$ cat src/rtl/iir_da_pkg.sv
`timescale 1ns/1ps
package iir_da_pkg;

    localparam int NUM_TAPS    = 11;
    localparam int DEN_TAPS    = 10;
    localparam int GRP_TAPS    = 4;
    localparam int LUT_DEPTH   = 1 << GRP_TAPS;
    localparam int NUM_FRAC    = 14;
    localparam int DEN_FRAC    = 5;
    localparam int ALIGN_SHIFT = NUM_FRAC - DEN_FRAC;
    localparam int LUT_W       = 24;

    typedef enum logic [1:0] {
        PASS_IDLE   = 2'd0,
        PASS_BUSY   = 2'd1,
        PASS_FINISH = 2'd2
    } pass_state_e;

    // numerator integers, scale 2^14, index k applies to x[n-k]
    function automatic int num_coef(input int k);
        case (k)
            0:  return 12000;
            1:  return 9000;
            2:  return 5000;
            3:  return 2000;
            4:  return -1000;
            5:  return -1500;
            6:  return 800;
            7:  return 400;
            8:  return -200;
            9:  return 100;
            10: return -50;
            default: return 0;
        endcase
    endfunction

    // denominator integers, scale 2^5, index k applies to y[n-1-k]
    function automatic int den_coef(input int k);
        case (k)
            0: return -16;
            1: return 4;
            4: return -2;
            9: return 1;
            default: return 0;
        endcase
    endfunction

    function automatic int tap_coef(input bit feedback, input int k);
        return feedback ? den_coef(k) : num_coef(k);
    endfunction

    // sum of the group coefficients selected by the set bits of pattern
    function automatic int group_psum(input bit feedback, input int base,
                                      input int count, input int pattern);
        int acc;
        acc = 0;
        for (int i = 0; i < GRP_TAPS; i++) begin
            if (i < count && ((pattern >> i) & 1) == 1)
                acc += tap_coef(feedback, base + i);
        end
        return acc;
    endfunction

endpackage

$ cat src/rtl/da_group_lut.sv
`timescale 1ns/1ps
module da_group_lut
    import iir_da_pkg::*;
#(
    parameter bit FEEDBACK = 1'b0,
    parameter int BASE     = 0,
    parameter int COUNT    = 4
) (
    input  logic [GRP_TAPS-1:0]     addr,
    output logic signed [LUT_W-1:0] psum
);

    logic signed [LUT_W-1:0] entry [LUT_DEPTH];

    for (genvar e = 0; e < LUT_DEPTH; e++) begin : g_entry
        assign entry[e] = LUT_W'(group_psum(FEEDBACK, BASE, COUNT, e));
    end

    assign psum = entry[addr];

endmodule

$ cat src/rtl/da_serial_acc.sv
`timescale 1ns/1ps
module da_serial_acc
    import iir_da_pkg::*;
#(
    parameter int DATA_W   = 16,
    parameter int TAPS     = 11,
    parameter bit FEEDBACK = 1'b0,
    parameter int ACC_W    = 40
) (
    input  logic                           clk,
    input  logic                           rst,
    input  logic                           clear,
    input  logic                           step,
    input  logic                           sign_cyc,
    input  logic [$clog2(DATA_W)-1:0]      bit_idx,
    input  logic [TAPS-1:0][DATA_W-1:0]    taps_in,
    output logic signed [ACC_W-1:0]        acc
);

    localparam int NGRP  = (TAPS + GRP_TAPS - 1) / GRP_TAPS;
    localparam int SUM_W = LUT_W + $clog2(NGRP) + 1;

    typedef struct packed {
        logic signed [ACC_W-1:0] acc;
    } acc_state_t;

    acc_state_t st_d, st_q;

    logic signed [LUT_W-1:0] grp_out [NGRP];
    logic signed [SUM_W-1:0] bit_sum;
    logic signed [ACC_W-1:0] weighted;

    for (genvar g = 0; g < NGRP; g++) begin : g_grp
        localparam int BASE = g * GRP_TAPS;
        localparam int CNT  = (TAPS - BASE) < GRP_TAPS ? (TAPS - BASE) : GRP_TAPS;
        logic [GRP_TAPS-1:0] addr;
        for (genvar i = 0; i < GRP_TAPS; i++) begin : g_bit
            if (i < CNT) begin : g_used
                assign addr[i] = taps_in[BASE + i][bit_idx];
            end else begin : g_pad
                assign addr[i] = 1'b0;
            end
        end
        da_group_lut #(
            .FEEDBACK (FEEDBACK),
            .BASE     (BASE),
            .COUNT    (CNT)
        ) u_lut (
            .addr (addr),
            .psum (grp_out[g])
        );
    end

    always_comb begin
        bit_sum = '0;
        for (int g = 0; g < NGRP; g++)
            bit_sum = bit_sum + SUM_W'(grp_out[g]);
        weighted = ACC_W'(bit_sum) <<< bit_idx;
        st_d = st_q;
        if (clear)
            st_d.acc = '0;
        else if (step)
            st_d.acc = sign_cyc ? (st_q.acc - weighted) : (st_q.acc + weighted);
    end

    always_ff @(posedge clk) begin
        if (rst) st_q <= '0;
        else     st_q <= st_d;
    end

    assign acc = st_q.acc;

    // a fresh pass always starts from an empty accumulator
    assert_clear_zero_R1: assert property (@(posedge clk) disable iff (rst)
        clear |=> (acc == '0));

    // outside a pass the partial sum must not drift
    assert_hold_idle_R2: assert property (@(posedge clk) disable iff (rst)
        (!clear && !step) |=> $stable(acc));

endmodule

$ cat src/rtl/iir_round_sat.sv
`timescale 1ns/1ps
module iir_round_sat #(
    parameter int IN_W  = 50,
    parameter int FRAC  = 14,
    parameter int OUT_W = 16
) (
    input  logic signed [IN_W-1:0]  value,
    output logic signed [OUT_W-1:0] result
);

    localparam logic signed [IN_W:0] HALF =
        {{(IN_W - FRAC + 1){1'b0}}, 1'b1, {(FRAC - 1){1'b0}}};
    localparam logic signed [IN_W:0] MAXV =
        {{(IN_W - OUT_W + 2){1'b0}}, {(OUT_W - 1){1'b1}}};
    localparam logic signed [IN_W:0] MINV =
        {{(IN_W - OUT_W + 2){1'b1}}, {(OUT_W - 1){1'b0}}};

    logic signed [IN_W:0] biased;
    logic signed [IN_W:0] shifted;

    always_comb begin
        biased  = {value[IN_W-1], value} + HALF;
        shifted = biased >>> FRAC;
        if (shifted > MAXV)
            result = {1'b0, {(OUT_W - 1){1'b1}}};
        else if (shifted < MINV)
            result = {1'b1, {(OUT_W - 1){1'b0}}};
        else
            result = shifted[OUT_W-1:0];
    end

endmodule

$ cat src/rtl/iir_da_filter.sv
`timescale 1ns/1ps
module iir_da_filter
    import iir_da_pkg::*;
#(
    parameter int DATA_W = 16,
    parameter int ACC_W  = 40
) (
    input  logic              clk,
    input  logic              rst,
    input  logic              in_valid,
    input  logic [DATA_W-1:0] in_data,
    output logic              in_ready,
    output logic              out_valid,
    output logic [DATA_W-1:0] out_data
);

    localparam int BIT_W = $clog2(DATA_W);
    localparam int SUM_W = ACC_W + ALIGN_SHIFT + 1;

    typedef struct packed {
        pass_state_e                        st;
        logic [BIT_W-1:0]                   bitc;
        logic [NUM_TAPS-1:0][DATA_W-1:0]    xh;
        logic [DEN_TAPS-1:0][DATA_W-1:0]    yh;
        logic                               out_valid;
        logic [DATA_W-1:0]                  out_data;
    } filt_state_t;

    filt_state_t r_d, r_q;

    logic                     accept;
    logic                     step;
    logic                     sign_cyc;
    logic signed [ACC_W-1:0]  ff_acc;
    logic signed [ACC_W-1:0]  fb_acc;
    logic signed [SUM_W-1:0]  combined;
    logic signed [DATA_W-1:0] y_sat;

    assign in_ready = (r_q.st == PASS_IDLE);
    assign accept   = in_valid && in_ready;
    assign step     = (r_q.st == PASS_BUSY);
    assign sign_cyc = (r_q.bitc == BIT_W'(DATA_W - 1));

    da_serial_acc #(
        .DATA_W   (DATA_W),
        .TAPS     (NUM_TAPS),
        .FEEDBACK (1'b0),
        .ACC_W    (ACC_W)
    ) u_ff (
        .clk      (clk),
        .rst      (rst),
        .clear    (accept),
        .step     (step),
        .sign_cyc (sign_cyc),
        .bit_idx  (r_q.bitc),
        .taps_in  (r_q.xh),
        .acc      (ff_acc)
    );

    da_serial_acc #(
        .DATA_W   (DATA_W),
        .TAPS     (DEN_TAPS),
        .FEEDBACK (1'b1),
        .ACC_W    (ACC_W)
    ) u_fb (
        .clk      (clk),
        .rst      (rst),
        .clear    (accept),
        .step     (step),
        .sign_cyc (sign_cyc),
        .bit_idx  (r_q.bitc),
        .taps_in  (r_q.yh),
        .acc      (fb_acc)
    );

    // bring the feedback sum onto the numerator scale before subtracting
    assign combined = SUM_W'(ff_acc) - (SUM_W'(fb_acc) <<< ALIGN_SHIFT);

    iir_round_sat #(
        .IN_W  (SUM_W),
        .FRAC  (NUM_FRAC),
        .OUT_W (DATA_W)
    ) u_round (
        .value  (combined),
        .result (y_sat)
    );

    always_comb begin
        r_d = r_q;
        r_d.out_valid = 1'b0;
        unique case (r_q.st)
            PASS_IDLE: begin
                if (accept) begin
                    for (int k = NUM_TAPS - 1; k > 0; k--)
                        r_d.xh[k] = r_q.xh[k-1];
                    r_d.xh[0] = in_data;
                    r_d.bitc  = '0;
                    r_d.st    = PASS_BUSY;
                end
            end
            PASS_BUSY: begin
                r_d.bitc = r_q.bitc + BIT_W'(1);
                if (sign_cyc) begin
                    r_d.bitc = '0;
                    r_d.st   = PASS_FINISH;
                end
            end
            PASS_FINISH: begin
                for (int k = DEN_TAPS - 1; k > 0; k--)
                    r_d.yh[k] = r_q.yh[k-1];
                r_d.yh[0]     = y_sat;
                r_d.out_data  = y_sat;
                r_d.out_valid = 1'b1;
                r_d.st        = PASS_IDLE;
            end
            default: r_d.st = PASS_IDLE;
        endcase
    end

    always_ff @(posedge clk) begin
        if (rst) r_q <= '0;
        else     r_q <= r_d;
    end

    assign out_valid = r_q.out_valid;
    assign out_data  = r_q.out_data;

    // the result strobe never stretches over two cycles
    assert_pulse_one_R3: assert property (@(posedge clk) disable iff (rst)
        out_valid |=> !out_valid);

    // the result appears together with the return to idle
    assert_valid_idle_R3: assert property (@(posedge clk) disable iff (rst)
        out_valid |-> in_ready);

    // taking a sample closes the input until the pass is over
    assert_busy_after_accept_R2: assert property (@(posedge clk) disable iff (rst)
        (in_valid && in_ready) |=> !in_ready);

    // input history is frozen while bits are being walked
    assert_hist_stable_R4: assert property (@(posedge clk) disable iff (rst)
        step |=> $stable(r_q.xh));

endmodule

$ cat config.mk
export PLATFORM = sky130hd
export DESIGN_NAME = iir_da_filter
export DESIGN_NICKNAME = d
export VERILOG_FILES = /design/src/rtl/iir_da_pkg.sv /design/src/rtl/da_group_lut.sv /design/src/rtl/da_serial_acc.sv /design/src/rtl/iir_round_sat.sv /design/src/rtl/iir_da_filter.sv
export SDC_FILE = /design/constraint.sdc
export NUM_CORES = 1
export LEC_CHECK = 0
export ABC_AREA = 1
export BUFFER_PORTS_ARGS = -buffer_cell sky130_fd_sc_hd__buf_4
export CORE_MARGIN = 2
export CORE_UTILIZATION = 45
export DETAILED_ROUTE_END_ITERATION = 8
export GPL_TIMING_DRIVEN = 1
export PLACE_DENSITY = 0.66
export SLEW_MARGIN = 20
export SYNTH_ARGS = -nofsm -noshare
export SYNTH_HDL_FRONTEND = slang
export SYNTH_SLANG_ARGS = --single-unit
$ cat constraint.sdc
create_clock -name clk -period 11.4 [get_ports clk]
set_input_delay 1.71 -clock clk [delete_from_list [all_inputs] [get_ports clk]]
set_output_delay 1.71 -clock clk [all_outputs]
set_load 0.02 [all_outputs]
### After elaboration in Yosys (flattened, before gate mapping)

Memory sizes are Yosys's and may differ from the RTL's.
Index checks and enable logic that the tools add are counted.

| word-level totals | value |
|---|---|
| flip-flop bits (word level) | 423 |
| bits in read-only memories | 2,304 |
| input port bits | 19 |
| output and inout bits | 18 |
| word-level logic and storage cells | 135 |
| memories | 6 |

| operators by class | value |
|---|---|
| add/sub/neg operators | 11 |
| order comparisons | 9 |
| equality and inequality tests | 5 |
| shifts and indexed selects | 2 |
| multiplexer cells | 63 |
| bitwise gates (word level) | 6 |
| reductions and logical operators | 7 |

Memories:

| memory | words | bits a word | read ports | clocked after Yosys merged registers in | wr ports | RTL line | source |
|---|---|---|---|---|---|---|---|
| (no name shown) | 16 | 24 | 1 | 0 | 0 | da_group_lut.sv:19 | `assign psum = entry[addr];` |
| (no name shown) | 16 | 24 | 1 | 0 | 0 | da_group_lut.sv:19 |  |
| (no name shown) | 16 | 24 | 1 | 0 | 0 | da_group_lut.sv:19 |  |
| (no name shown) | 16 | 24 | 1 | 0 | 0 | da_group_lut.sv:19 |  |
| (no name shown) | 16 | 24 | 1 | 0 | 0 | da_group_lut.sv:19 |  |
| (no name shown) | 16 | 24 | 1 | 0 | 0 | da_group_lut.sv:19 |  |

Operator list:

| cell | count |
|---|---|
| 2-to-1 mux 24 bit | 12 |
| 2-to-1 mux 182 bit | 1 |
| binary-select mux 1 bit (select 4 bit) | 21 |
| adder 40 bit | 2 |
| 2-to-1 mux 40 bit | 2 |
| <<< shifter 27 x 4 -> 40 bit | 2 |
| subtractor 40 bit | 2 |
| adder 25 x 24 -> 26 bit | 2 |
| adder 50 x 15 -> 51 bit, second input constant | 1 |
| adder 24 x 24 -> 25 bit | 2 |
| subtractor 40 x 49 -> 50 bit | 1 |
| greater-than comparator 37 x 16 -> 1 bit, second input constant | 1 |
| < comparator 37 x 16 -> 1 bit, second input constant | 1 |
| 2-to-1 mux 16 bit | 2 |
| >= comparator 5 bit, second input constant | 6 |
| 2-to-1 mux 1 bit | 21 |
| NOT 4 -> 5 bit | 4 |
| 2-to-1 mux 17 bit | 1 |
| one-hot mux 4 bit (2 select lines) | 1 |
| 2-to-1 mux 6 bit | 1 |
| AND reduction 2 bit | 3 |
| < comparator 4 x 5 -> 1 bit, second input constant | 1 |
| NOT 2 -> 5 bit | 1 |
| NOT 3 -> 5 bit | 1 |
| 10 further kinds | 11 |

### Depth between registers and ports, before layout

Gate-level depths: netlist of run 1.

| logic depth | value |
|---|---|
| depth in word-level cells | 11 |
| mapped depth | 62 |
| gate-level depth less buffers | 56 |

### Hierarchy

Synthesis of run 1 repeated with hierarchy kept, for this count alone.

| second synthesis, totals | value |
|---|---|
| cells, all modules | 6,340 |
| area total of the unflattened synthesis | 38,555.7 sq um |

Modules (own cells, without submodules):

| module | times used | cells each | area an instance (sq um) |
|---|---|---|---|
| iir_da_filter | 1 | 2,189 | 15,001.9 |
| da_serial_acc (u_ff) | 1 | 1,784 | 10,271.1 |
| da_serial_acc (u_fb) | 1 | 1,802 | 10,090.9 |
| iir_round_sat | 1 | 316 | 1,594.0 |
| da_group_lut (u_fb.g_grp[0].u_lut ...) | 3 | 25 | 183.9 |
| da_group_lut (u_ff.g_grp[0].u_lut) | 1 | 72 | 430.4 |
| da_group_lut (u_ff.g_grp[1].u_lut) | 1 | 57 | 345.3 |
| da_group_lut (u_ff.g_grp[2].u_lut) | 1 | 45 | 270.3 |

### Worst setup path before layout of run 1

OpenSTA, ideal clock, no wires.

| path | value |
|---|---|
| kind | reg-to-reg |
| start | register r_q[353] (netlist bit) |
| end | register u_ff.st_q, in the netlist u_ff.acc[36] |
| setup time | 0.116 ns |
| arrival | 7.500 ns |
| setup slack | 3.784 ns |
| cell stages (with the launch flop) | 53 |
| period minus slack after synthesis | 7.616 ns |
| cells stage by stage | dfxtp_1 > buf_6 > inv_4 > buf_6 > buf_6 > buf_6 > buf_4 > buf_2 > clkbuf_1 > nand2_1 > a221oi_1 > o21ai_0 > nand2_1 > ha_1 > inv_1 > o21ai_0 > inv_1 > fa_1 > [... 17 more ...] > nor2_1 > xor2_1 > ha_1 > a21oi_1 > o21a_1 > o21ai_0 > a21oi_1 > nor2_1 > nor2_1 > o21ai_0 > nand2_1 > nand2_1 > a21oi_1 > o21ai_0 > a21oi_1 > o21ai_0 > o211ai_1 > inv_1 |

| between the ends | value |
|---|---|
| cells in the longest elaborated chain, start to end | 11 |

RTL lines:

| item | RTL line | source |
|---|---|---|
| start, declared | iir_da_filter.sv:29 | `filt_state_t r_d, r_q;` |
| start signal, assigned | iir_da_filter.sv:122 | `else r_q <= r_d;` |
| binary-select mux 1 bit (select 4 bit) | da_serial_acc.sv:39 | `assign addr[i] = taps_in[BASE + i][bit_idx];` |
| 2-to-1 mux 1 bit (not written as such) | da_serial_acc.sv:39 |  |
| NOT 4 -> 5 bit (not written as such) | da_group_lut.sv:19 |  |
| memory (16 x 24 bit) | - |  |
| 2-to-1 mux 24 bit (not written as such) (2 in series) | da_group_lut.sv:19 |  |
| adder 24 x 24 -> 25 bit | da_serial_acc.sv:57 | `bit_sum = bit_sum + SUM_W'(grp_out[g]);` |
| adder 25 x 24 -> 26 bit | da_serial_acc.sv:57 |  |
| <<< shifter 27 x 4 -> 40 bit | da_serial_acc.sv:58 | `weighted = ACC_W'(bit_sum) <<< bit_idx;` |
| adder 40 bit or subtractor 40 bit (tied branches) | da_serial_acc.sv:63 | `st_d.acc = sign_cyc ? (st_q.acc - weighted) : (st_q.acc + weighted);` |
| 2-to-1 mux 40 bit (*) | da_serial_acc.sv:63 |  |
| end signal, assigned | da_serial_acc.sv:68 | `else st_q <= st_d;` |
| end, declared | da_serial_acc.sv:27 | `acc_state_t st_d, st_q;` |

Every way passes the cells marked *; elsewhere a longest branch is shown, timed or not. The select of a mux whose other input is x is not followed.
A chain may end at the register's enable or synchronous reset.

### Worst setup path in the final report of run 1

| path | value |
|---|---|
| start | register r_q[353] (netlist bit) |
| end | register u_fb.st_q, in the netlist u_fb.acc[39] |

| between the ends | value |
|---|---|
| cells in the longest elaborated chain, start to end | 11 |

RTL lines:

| item | RTL line |
|---|---|
| binary-select mux 1 bit (select 4 bit) | da_serial_acc.sv:39 |
| 2-to-1 mux 1 bit (not written as such) | da_serial_acc.sv:39 |
| NOT 4 -> 5 bit (not written as such) | da_group_lut.sv:19 |
| memory (16 x 24 bit) | - |
| 2-to-1 mux 24 bit (not written as such) (2 in series) | da_group_lut.sv:19 |
| adder 24 x 24 -> 25 bit | da_serial_acc.sv:57 |
| adder 25 x 24 -> 26 bit | da_serial_acc.sv:57 |
| <<< shifter 27 x 4 -> 40 bit | da_serial_acc.sv:58 |
| adder 40 bit or subtractor 40 bit (tied branches) | da_serial_acc.sv:63 |
| 2-to-1 mux 40 bit (*) | da_serial_acc.sv:63 |
| end signal, assigned | da_serial_acc.sv:68 |
| end, declared | da_serial_acc.sv:27 |

Marks and branches as above.

==> metrics.txt, run 1 <==
hpwl dp 66,370 µm; CTS resizes 0; RSZ-0062 raised after global routing no; WS Path Type reg2reg; ranking of synthesized cells by area dfxtp_1 (26%), nor2_1 (12%), nand2_1 (9.5%); Slew Limit Fails 0; fmax 110.7 MHz; die height 270.2 µm; Primary FF master, synth dfxtp_1; Final Cycle Share 79.21%; Synthesized Nets 5,212; vias 30,920; post-synthesis sequential area ratio 26.49%; max cap viols 0; most frequent cells in the layout nor2_1 (1,035), nand2_1 (805), o21ai_0 (604); largest net degree at the start of global routing 216; vias in the first global route 28,340; fill count 7,421; critical path startpoint category flop; Worst Max-Slew Pin Slew 1.068 ns; Setup Skew 0.08315 ns; Power Dens Cells 229.8 nW/µm²; clock slew at reported path FFs 0.06 ns; LEAKAGE 16.58 nW; # rows 97; Worst EP arrival 9.57 ns; gr ovfl total 0; Clock Sinks 422; min Tclk post-route 9.030 ns; Die X 270.2 µm; Synth top area share 26.49%; multi-input logic area 20,470 µm²; Peak VDD IR 124.8 µV; reg2reg start r_q[353]; CTS HTree Levels 2; buffer count from post-CTS setup fixing 0; cell taking the most area after synthesis dfxtp_1; synthesis-to-finish area growth 6.933%; first-pass GRT wire length 147,700 µm; R2R Path End u_fb.acc[39]; syn_area_per_cell 6.425 µm²; overall global routing resource usage 24.13%; Slew HR 28.80%; number of CTS-inserted buffers 47; DR iter-0 viols 2,877; critical path fanouts, max 89; R2R depth 41; FF+latch count, synth 422; Post-Route WL 91,100 µm; Mapped Cells 4,963; share of cells above drive strength 1 6.936%; register area 8461 µm²; synth unique cells 66; Worst EP required 11.94 ns; Initial Util 45.46%; clock buffer depth 3; status finished clean; CP max-delay cell inv_4; Detail Route Antenna Nets 0; Synth Cell Area 31,890 µm²; R2R Setup Slk 2.37 ns; DRC violations left 0; clk_lat worst skew 0.63 ns; vias per inst 5.332; HP Class reg2reg; final setup fails 0; root buf cell clkbuf_16; initial antenna violation count 0; I/O Pins 37; Warnings, synthesis 0; most common cell after layout, fill and taps aside nor2_1; Placeable Area 70,150 µm²; Fin Setup TNS 0 ns; TritonCTS clock tree built; Critical Path Source r_q[353]; NumNets Final 5,073; iteration count of the initial detailed-routing pass 5; # diodes 0; IO buf count 36; final hold vios 0; die area 73,010 µm²; max incr delay on CP 0.77 ns; crit path capture u_fb.acc[39]; GP Congestion 0.9732; setup slack after placement 2.186 ns; WL/cell 15.71 µm; CTS Hold Bufs 0; CP endpoint kind flop; Post-synth EDFFs 0; crit path setup slack, layout 2.370 ns; Async SR Flop Fraction 0%
[area by class of cell]
| cell class | count | area share [%] |
|---|---|---|
| Multi-Input combinational cell | 3813 | 60.03 |
| Tap cell | 940 | 3.449 |
| Clock buffer | 61 | 3.930 |
| Sequential cell | 422 | 24.81 |
| Inverter | 482 | 5.357 |
| Timing Repair Buffer | 58 | 1.277 |
| Clock inverter | 23 | 1.141 |
[synth_stat cells, drive strengths merged, types with 7 or more instances]
cell type and n:
o221ai 13, nor3 31, nor2 1067, o211ai 22, nand3b 8, dfxtp 422
or2 12, o21ai 651, a31oi 17, o21bai 15, nor4 12, nand4 39
xnor2 67, xor2 89, o21a 22, fa 23, a221oi 15, a21o 13
nand3 259, a21oi 316, a21boi 7, o22ai 15, buf 89, inv 479
nand2 858, clkbuf 157, ha 207
[state kept, by name, indices dropped and copies added (netlist names)]
name       count
out_valid      1
u_fb.acc      40
u_ff.acc      39
r_q          326
out_data      16
[logic make-up (layout without fill, tap and decap cells)]
| family | count (synthesis) | in the layout | synth area share, % |
|---|---|---|---|
| AOI/OAI and AO/OA | 1123 | 1123 | 19.17 |
| and+or+nand+nor | 2300 | 2300 | 30.99 |
| xor gates and xnor gates | 156 | 156 | 4.285 |
| DFF | 422 | 422 | 26.49 |
| adders and majority gates | 230 | 230 | 9.566 |
| muxes | 4 | 4 | 0.1256 |
| buffers and inverters | 728 | 624 | 9.366 |
[power breakdown]
part / switching, mW / total (mW) / internal, mW
sequential: 0.0791 / 1.63 / 1.56
clock: 0.664 / 1.66 / 0.999
combinational: 3.02 / 4.54 / 1.52
[critical path, delay by kind of cell, from the launching register on]
kind            cells  cell delay [ns]
compound gates     12             2.70
xor+xnor            1             0.24
fa+ha+maj           5             1.72
buf+inv             9             1.70
flops               1             0.55
simple gates       14             1.98
[worst min-delay path by stage]
stage	start	to	slack (ns)	cells after the start
after floorplan	r_q[342]	r_q[342]	0.43	2
after global placement	r_q[352]	r_q[352]	0.45	2
after detailed placement	r_q[350]	r_q[350]	0.46	2
after CTS	r_q[78]	r_q[94]	0.44	2
after global routing	r_q[78]	r_q[94]	0.46	2
final	r_q[78]	r_q[94]	0.46	2
[metal layers]
| layer | up-vias | GRT usage [%] | wire, µm |
|---|---|---|---|
| met4 | 0 | 4.972 | 1625 |
| met1 | 14230 | 35.38 | 45470 |
| met2 | 664 | 37.99 | 39740 |
| met5 | - | 0 | 0 |
| met3 | 104 | 2.703 | 4258 |
| li1 | 15930 | - | - |
[metrics by stage]
stage	hold slack, ns	util (%)	area (µm²)	power, mW	instances
global route	0.4579	48.61	34100	8.524	5799
detailed placement	0.4598	46.14	32370	6.122	5715
finish	0.4571	48.61	34100	7.835	5799
CTS	0.4398	48.61	34100	7.803	5799
global placement	0.4521	46.14	32370	6.108	5715
floorplan	0.4292	-	31890	5.147	4963
Power figures use the tool's default switching activity.
==> inputs of run 2 (changes only) <==
- clock period: 11.4 -> 9.27 ns (I/O delays scaled with it)
==> run 2 against run 1 <==
Compared with the run above: register-to-register slack got worse by 1.4 ns; non-clock buffer count rose by 12; cell area grew 0.12%; sequential cell count did not move; clock skew decreased by 0.036 ns; hold slack got worse by 0.0051 ns; global-route usage is essentially flat; cell count grew 0.31%; largest cell class unchanged; largest power group unchanged.
==> metrics.txt, run 2 (synthesized netlist as in run 1, its figures left out) <==
status finished clean; setup slack after placement 1.145 ns; NumNets Final 5,086; first-pass GRT wire length 146,900 µm; critical path fanouts, max 48; Fin Setup TNS 0 ns; vias 30,890; iteration count of the initial detailed-routing pass 5; Placeable Area 70,150 µm²; HP Start r_q[352]; number of CTS-inserted buffers 48; vias in the first global route 28,170; # rows 97; crit path setup slack, layout 0.9981 ns; WL/cell 15.48 µm; largest reg by FF count r_q; fin util 48.67%; hpwl dp 66,130 µm; end of the worst hold path r_q[352]; synthesis-to-finish area growth 7.059%; largest net degree at the start of global routing 212; overall global routing resource usage 24.08%; clock buffer depth 3; R2R Setup Slk 1.0 ns; die area 73,010 µm²; max cap viols 0; Slew Limit Fails 0; post-placement cell area 32,450 µm²; Final Cycle Share 89.23%; vias per inst 5.310; GP Congestion 0.9549; IO buf count 36; I/O Pins 37; gr ovfl total 0; R2R depth 40; max incr delay on CP 0.58 ns; Slew HR 27.17%; Largest register FFs 326; TritonCTS clock tree built; critical path startpoint category flop; LEAKAGE 16.60 nW; clock slew at reported path FFs 0.06 ns; final hold vios 0; buffer count from post-CTS setup fixing 0; Power Dens Cells 278.9 nW/µm²; final setup fails 0; Detail Route Antenna Nets 0; Worst EP arrival 8.83 ns; die height 270.2 µm; Clock Sinks 422; DRC violations left 0; clk_lat worst skew 0.62 ns; Post-Route WL 90,030 µm; most common cell after layout, fill and taps aside nor2_1; CP max-delay cell a31oi_1; min Tclk post-route 8.272 ns; HP Class reg2reg; RSZ-0062 raised after global routing no; fmax 120.9 MHz; fill count 7,404; WS Path Type reg2reg; share of cells above drive strength 1 7.238%; Final Cell Area 34,140 µm²; CTS resizes 0; Die X 270.2 µm; Worst Max-Slew Pin Slew 1.092 ns; hold depth 2; Worst EP required 9.83 ns; Peak VDD IR 168.9 µV; # diodes 0; initial antenna violation count 0; root buf cell clkbuf_16; CP endpoint kind flop; most frequent cells in the layout nor2_1 (1,035), nand2_1 (805), o21ai_0 (605); R2R Path End u_fb.acc[39]; CTS Hold Bufs 0; CTS HTree Levels 2; Setup Skew 0.04686 ns; reg2reg start r_q[353]; Initial Util 45.46%; DR iter-0 viols 2,470; most used cell along the critical path nand2_1
-- run 2: cell types whose count changed in the layout (fill, tap and decap cells not counted), sizes merged --
cell / delta
buf: +12
bufinv: -3
clkbuf: +3
clkinv: -1
clkinvlp: +5
inv: +2
-- run 2: where the power goes --
group | total, mW | switching (mW) | internal, mW
clock | 1.98 | 0.824 | 1.16
sequential | 2.00 | 0.0905 | 1.91
combinational | 5.54 | 3.67 | 1.87
total | 9.52 | 4.58 | 4.94
-- run 2: how the worst max path moves through the flow --
stage	from	to	slack [ns]	cells after the start
floorplan	r_q[353]	u_ff.acc[36]	1.65	52
global placement	r_q[353]	u_fb.acc[39]	1.17	41
detailed placement	r_q[353]	u_fb.acc[39]	1.15	40
CTS	r_q[353]	u_fb.acc[39]	1.15	44
global route	r_q[353]	u_ff.acc[31]	0.24	46
finish	r_q[353]	u_fb.acc[39]	1.0	40
-- run 2: through the flow --
step | std cells | power (mW) | hold slack (ns)
finish | 5817 | 9.522 | 0.4520
global route | 5817 | 10.40 | 0.4826
CTS | 5816 | 9.501 | 0.4504
detailed placement | 5726 | 7.499 | 0.4450
global placement | 5726 | 7.469 | 0.4409
floorplan | 4963 | 6.329 | 0.4292
-- run 2: worst max-delay path, delay by kind of cell, from the launching register on --
kind | cells | cell delay (ns)
compound gates | 12 | 2.64
xor+xnor | 1 | 0.26
fa+ha+maj | 4 | 1.35
buf+inv | 8 | 1.49
flops | 1 | 0.46
mux | 1 | 0.20
simple gates | 14 | 1.76
-- run 2: final cells by class --
type	count	area, µm²	share of cell area, %
Clock inverter	26	304.0	0.8906
Clock buffer	64	1361	3.988
Timing Repair Buffer	70	541.8	1.587
Multi-Input combinational cell	3813	20470	59.96
Sequential cell	422	8461	24.78
Tap cell	940	1176	3.445
Inverter	482	1824	5.344
-- run 2: per-layer routing --
| metal | vias to the layer above | routed length [µm] | GRT usage [%] |
|---|---|---|---|
| met2 | 703 | 39410 | 38.19 |
| met4 | 0 | 1783 | 5.496 |
| li1 | 15940 | - | - |
| met3 | 109 | 4772 | 2.969 |
| met5 | - | 0 | 0 |
| met1 | 14140 | 44060 | 34.72 |
